==> config.mk <==
export PLATFORM = sky130hd
export DESIGN_NAME = pci_bar_decode
export DESIGN_NICKNAME = d
export VERILOG_FILES = /design/src/rtl/pci_bar_decode.sv
export SDC_FILE = /design/constraint.sdc
export NUM_CORES = 1
export LEC_CHECK = 0
export BUFFER_PORTS_ARGS = -buffer_cell sky130_fd_sc_hd__buf_2
export CORE_MARGIN = 1.5
export CORE_UTILIZATION = 48
export DETAILED_ROUTE_END_ITERATION = 10
export PLACE_DENSITY = 0.77
export SLEW_MARGIN = 40
export SYNTH_ARGS = -nofsm -noshare
export SYNTH_HDL_FRONTEND = slang
export SYNTH_SLANG_ARGS = --single-unit
==> constraint.sdc <==
create_clock -name clk -period 1.57 [get_ports clk]
set_clock_uncertainty 0.2 [all_clocks]
set_input_delay 0.157 -clock clk [delete_from_list [all_inputs] [get_ports clk]]
set_output_delay 0.157 -clock clk [all_outputs]
set_load 0.005 [all_outputs]
==> src/rtl/pci_bar_decode.sv <==
module pci_bar_decode #(
  parameter int NB = 3,
  parameter int BASE_DW = 4,
  parameter logic [NB*32-1:0] BAR_CFG = {32'hFC000000, 32'hFFFFF000, 32'hFFFFFFFF}
) (
  input  logic            clk,
  input  logic            rst_n,
  input  logic            cfg_wr,
  input  logic [5:0]      cfg_dw,
  input  logic [31:0]     cfg_wdata,
  output logic [31:0]     cfg_rdata,
  input  logic            io_en,
  input  logic            mem_en,
  input  logic            req_io,
  input  logic [63:0]     req_addr,
  output logic [NB-1:0]   hit,
  output logic [NB-1:0]   base_chg
);

  function automatic logic [31:0] f_cfg(int s);
    return BAR_CFG[s*32 +: 32];
  endfunction

  function automatic bit f_lo64(int s);
    logic [31:0] c = f_cfg(s);
    return !c[0] && c[2:1] == 2'b10 && s < NB-1;
  endfunction

  function automatic bit f_hi(int s);
    bit h = 1'b0;
    for (int k = 0; k < s; k++) h = !h && f_lo64(k);
    return h;
  endfunction

  function automatic bit f_io(int s);
    logic [31:0] c = f_cfg(s);
    return !f_hi(s) && c[0];
  endfunction

  function automatic bit f_io16(int s);
    logic [31:0] c = f_cfg(s);
    return f_io(s) && c[31:16] == 16'h0;
  endfunction

  function automatic bit f_m64(int s);
    return !f_hi(s) && f_lo64(s);
  endfunction

  function automatic bit f_m20(int s);
    logic [31:0] c = f_cfg(s);
    return !f_hi(s) && !c[0] && c[2:1] == 2'b01;
  endfunction

  function automatic logic [31:0] f_wm(int s);
    logic [31:0] c = f_cfg(s);
    if (f_hi(s))  return c;
    if (f_io(s))  return c & 32'hFFFF_FFFC;
    if (f_m20(s)) return c & 32'h000F_FFF0;
    return c & 32'hFFFF_FFF0;
  endfunction

  function automatic logic [31:0] f_tb(int s);
    if (f_hi(s))  return 32'h0;
    if (f_io(s))  return 32'h1;
    if (f_m64(s)) return 32'h4;
    if (f_m20(s)) return 32'h2;
    return 32'h0;
  endfunction

  logic [NB-1:0][31:0] bar_q, bar_d;
  logic [NB-1:0]       chg_d;

  always_comb begin
    for (int i = 0; i < NB; i++)
      bar_d[i] = (cfg_wr && cfg_dw == 6'(BASE_DW + i)) ? (cfg_wdata & f_wm(i)) : bar_q[i];
  end

  always_comb begin
    cfg_rdata = 32'h0;
    for (int i = 0; i < NB; i++)
      if (cfg_dw == 6'(BASE_DW + i)) cfg_rdata = bar_q[i] | f_tb(i);
  end

  for (genvar i = 0; i < NB; i++) begin : g_slot
    localparam bit HI = f_hi(i);
    localparam bit IO = f_io(i);
    localparam bit M64 = f_m64(i);
    localparam logic [31:0] WM = f_wm(i);
    localparam logic [31:0] CM_LO = f_m20(i) ? (WM | 32'hFFF0_0000) : WM;
    logic [63:0] base, cmask;
    logic        space_ok;

    if (HI) begin : g_hi
      assign base     = 64'h0;
      assign cmask    = 64'h0;
      assign space_ok = 1'b0;
      assign chg_d[i] = 1'b0;
    end else begin : g_main
      if (M64) begin : g_wide
        assign base     = {bar_q[i+1], bar_q[i]};
        assign cmask    = {f_wm(i+1), CM_LO};
        assign chg_d[i] = (bar_d[i] != bar_q[i]) || (bar_d[i+1] != bar_q[i+1]);
      end else begin : g_narrow
        assign base     = {32'h0, bar_q[i]};
        assign cmask    = {f_io16(i) ? 32'h0 : 32'hFFFF_FFFF, CM_LO};
        assign chg_d[i] = bar_d[i] != bar_q[i];
      end
      assign space_ok = IO ? (req_io && io_en) : (!req_io && mem_en);
    end

    assign hit[i] = space_ok && ((req_addr & cmask) == base);
  end

  always_ff @(posedge clk) begin
    if (!rst_n) begin
      bar_q    <= '0;
      base_chg <= '0;
    end else begin
      bar_q    <= bar_d;
      base_chg <= chg_d;
    end
  end

endmodule

Word level (Yosys, flattened, before mapping)
Cells that the tools add are included.
Widths: inputs -> output; s select.
{ "totals": {"regBits": 99, "input_bits": 108, "word_cells": 32} }
{ "classes": {"n_eq_ne": 9, "bitwise_logic": 1, "mux": 9, "n_reduce_logical": 9} }
{ "ops": {"columns": ["operator", "count"], "rows": [
  ["$mux 32", 7],
  ["$eq 64x32->1", 3],
  ["$ne 32x32->1", 3],
  ["$or 32x32->32", 1],
  ["$eq 6x3->1 const B", 3],
  ["$logic_and 1x1->1", 8],
  ["$mux 1", 2],
  ["$logic_not 1->1", 1]
]} }

Logic depth before layout (Yosys ltp)
{ "logic_depth": {"word_depth": 8, "ltp_mapped": 7} }

Worst setup path before layout
No wires, ideal clock.
{ "synth_timing": {"path_type": "input to register", "startpoint": "input port cfg_dw[5]", "endpoint": "register bar_q[27] (netlist bit)", "slack_ns": -0.178, "required_time_ns": 1.300, "path_buffers": 2, "arrival_ns": 1.478, "stages": 6, "setup_time_ns": 0.070, "path_cell_list": "or4b_1 -> buf_2 -> nor4b_4 -> buf_6 -> nand2_1 -> a21oi_1"} }
{ "synth_between": {"elab_chain_len": 3} }
{ "synth_rtl": {"columns": ["item", "line", "text"], "rows": [
  ["from (decl)", "9", "input logic [5:0] cfg_dw,"],
  ["$eq 6x3->1", "75", "bar_d[i] = (cfg_wr && cfg_dw == 6'(BASE_DW + i)) ? (cfg_wdata & f_wm(i)) : bar_q[i];"],
  ["$logic_and 1x1->1", "75", null],
  ["$mux 32", "75", null],
  ["to (signal assigned)", "119", "bar_q <= bar_d;"],
  ["to (decl)", "70", "logic [NB-1:0][31:0] bar_q, bar_d;"]
]} }
Every way passes these cells.
A chain may end at the register's enable or synchronous reset.

Final worst setup path
{ "layout_timing": {"startpoint": "register bar_q[28] (netlist bit)", "endpoint": "output port hit[0]"} }
{ "layout_between": {"elab_chain_len": 2} }
{ "layout_rtl": {"columns": ["item", "line", "text"], "rows": [
  ["$eq 64x32->1", "111", "assign hit[i] = space_ok && ((req_addr & cmask) == base);"],
  ["$logic_and 1x1->1", "111", null],
  ["to (decl)", "16", "output logic [NB-1:0] hit,"]
]} }
Every way passes these cells.

==> results.ini <==
[status]
outcome = complete, but fails checks
violations = setup timing

[detailed_routing]
routedWlPerCell_um = 22.8
wl_met3_um = 2870
top_layer = met4
met2_length_um = 11500
route.detailed.drc = 0
vias = 6719
wirelength_met1_um = 8970
ant_nets = 0
post_drt_via_cell_ratio = 6.10
dr.pass1.iters = 8
routed_wl_um = 25200
drtIter0Drc = 722

[worst_setup_path]
cp_max_fo = 2
startpoint_type = register
arrival_ps = 2100
critPathRequiredTime_ps = 1210
end_kind = primary output
critical_path_class = register to primary output

[yosys]
yosys.cell_types.count = 29
synth_seq_cells = 99
synthTopCellsByArea = dfxtp_1 (37%), xnor2_1 (11%), a21oi_1 (7.9%)
synth_top_area_cell = dfxtp_1
synth_area_mm2 = 0.00539
async_flop_share_pct = 0
syn-num-nets = 784
post-synth-top-count-cell = nand2_1
synth_edf_count = 0
ys_top_cells_by_count = nand2_1 (100), dfxtp_1 (99), a21oi_1 (85)
yosysWarnings = 0
synth_top_area_share_pct = 36.8
syn_avg_cell_area_um2 = 7.98
synth_seq_area_share_pct = 36.8
synth_cells = 676
synthFlopType = dfxtp_1

[placement]
gp_congestion = 0.980
placement.io_buffers = 141
dpl.cell_count = 1039
pre_cts_slack_ps = -397
dpl_cell_area_mm2 = 0.00712
place_hpwl_um = 15000

[timing]
worst_pin_slew_ps = 524
final-max-slew-violation-count = 0
fin_crit_sh_pct = 157
rsz0062_at_grt = true
max_freq_mhz = 407
worst_slack_ps = -888
finalHoldViolations = 0
period_minus_slack_ps = 2460
slew_headroom_pct = 64.7
setup_viol = 68

[cells_and_area]
final_area_mm2 = 0.00887
final_cells = 1102
finalNetCount = 1065
drive_gt1_share_pct = 50.2
syn2layout_area_growth_pct = 64.6
diodes = 0

[floorplan]
initial_core_util_pct = 49.5
io_pins = 146
core_mm2 = 0.0109
die_x_um = 109
die_h_um = 109
die_area_mm2 = 0.0119
rows = 38

[job]
drv_cap = 0

[power_and_ir_drop]
vdd_drop_max_uv = 485
powerDensity_mw_per_mm2 = 591
p_leak_nw = 4.06

[global_route]
grt_pass1_wl_um = 33000
antenna_found_initial = 0
track_usage_pct = 37.4
grt_pass1_vias = 6187
grt_start_max_net_pins = 42
grt.overflow.total = 0

[clock_network]
clk_pin_slew_ps = 100
cts_tree = done
htreeDepth = 3
clock-sinks = 99
cts_root_buffer = clkbuf_8
cts_buffers = 9
clk_latency_ps = 380
clockBufferDepth = 2

[hold_path]
worst_hold_path_type = primary input to register

-- sequential cells by signal, indices dropped and copies added (netlist names) --
name / cells
bar_q: 96
base_chg: 3
-- worst paths after layout --
kind	from	end	slack, ps	cells after the start
worst max-delay path	bar_q[28]$_SDFF_PN0_	hit[0]	-890	5
worst min-delay path	cfg_wdata[26]	bar_q[26]$_SDFF_PN0_	7	4
worst min register to register	bar_q[72]$_SDFF_PN0_	bar_q[72]$_SDFF_PN0_	310	1
worst max register to register	bar_q[83]$_SDFF_PN0_	base_chg[2]$_SDFF_PN0_	-350	6
-- report_power, final --
| group | internal (mW) | switching, mW |
|---|---|---|
| Sequential | 2.50 | 0.00729 |
| Combinational | 0.383 | 0.466 |
| Clock | 0.904 | 0.979 |
| Total | 3.79 | 1.45 |
-- cell usage in the layout, fill, tap and decap left out, drive strengths merged --
master,instances
a211oi,1
a21oi,85
a22oi,1
a311oi,1
and3,43
and4,2
buf,289
bufinv,2
clkbuf,12
clkinv,3
dfxtp,99
dlygate4sd3,25
inv,13
mux2i,37
nand2,100
nand2b,3
nand3,5
nand4,20
nand4b,2
nor2,72
nor2b,1
nor3,2
nor4,31
nor4b,2
o2111ai,1
o221ai,3
o311a,1
or4b,1
xnor2,69
xor2,36
-- cell families after synthesis --
group	after synthesis	synth area share, %
AO/OA/AOI/OAI	93	9.17
XOR/XNOR	105	17.1
buffers and inverters	58	4.71
flip-flops	99	36.8
multiplexers	37	6.87
AND/OR/NAND/NOR	284	25.4
-- metal layers --
metal	up-vias	track usage [%]
met5	-	0
met4	0	19.9
met2	531	61.3
met1	3154	46.9
li1	2877	-
met3	157	6.34
-- metrics by stage --
stage | hold WS [ps] | TNS (ps) | power (mW) | utilization (%)
4_1_cts | 1.43 | -9990 | 5.10 | 75.1
2_1_floorplan | 93.0 | -5000 | 2.85 | -
5_1_grt | 12.5 | -14070 | 5.36 | 81.5
6_report | 7.15 | -12360 | 5.24 | 81.5
3_5_place_dp | 229 | -24830 | 3.21 | 65.4
3_3_place_gp | 220 | -20090 | 3.20 | 65.4
-- final cells by class --
| cell class | instances | area [um^2] |
|---|---|---|
| multi-input cells | 519 | 3880 |
| repair buffers | 316 | 2480 |
| flip-flops and latches | 99 | 2070 |
| fillers | 641 | 2010 |
| well taps | 140 | 175 |
| clock buffers | 10 | 128 |
| clock inverters | 6 | 87.6 |
| inverters | 12 | 45.0 |
-- critical path, stage by stage, from the launching register on --
cell,delay [ps]
dfxtp_2,350
xnor2_1,430
nand4_1,330
nor4_2,270
and3_1,230
buf_2,130
-- repair_timing --
action                                  CTS  global route
hold buffers                             25             0
gates cloned                              3             3
pin swaps                                55            87
gates resized for setup                 132           147
endpoints found under the setup margin   38            68
setup buffers                             9            20
endpoints found under the hold margin    38             0
Note: power is estimated with default switching activity, not from simulation.
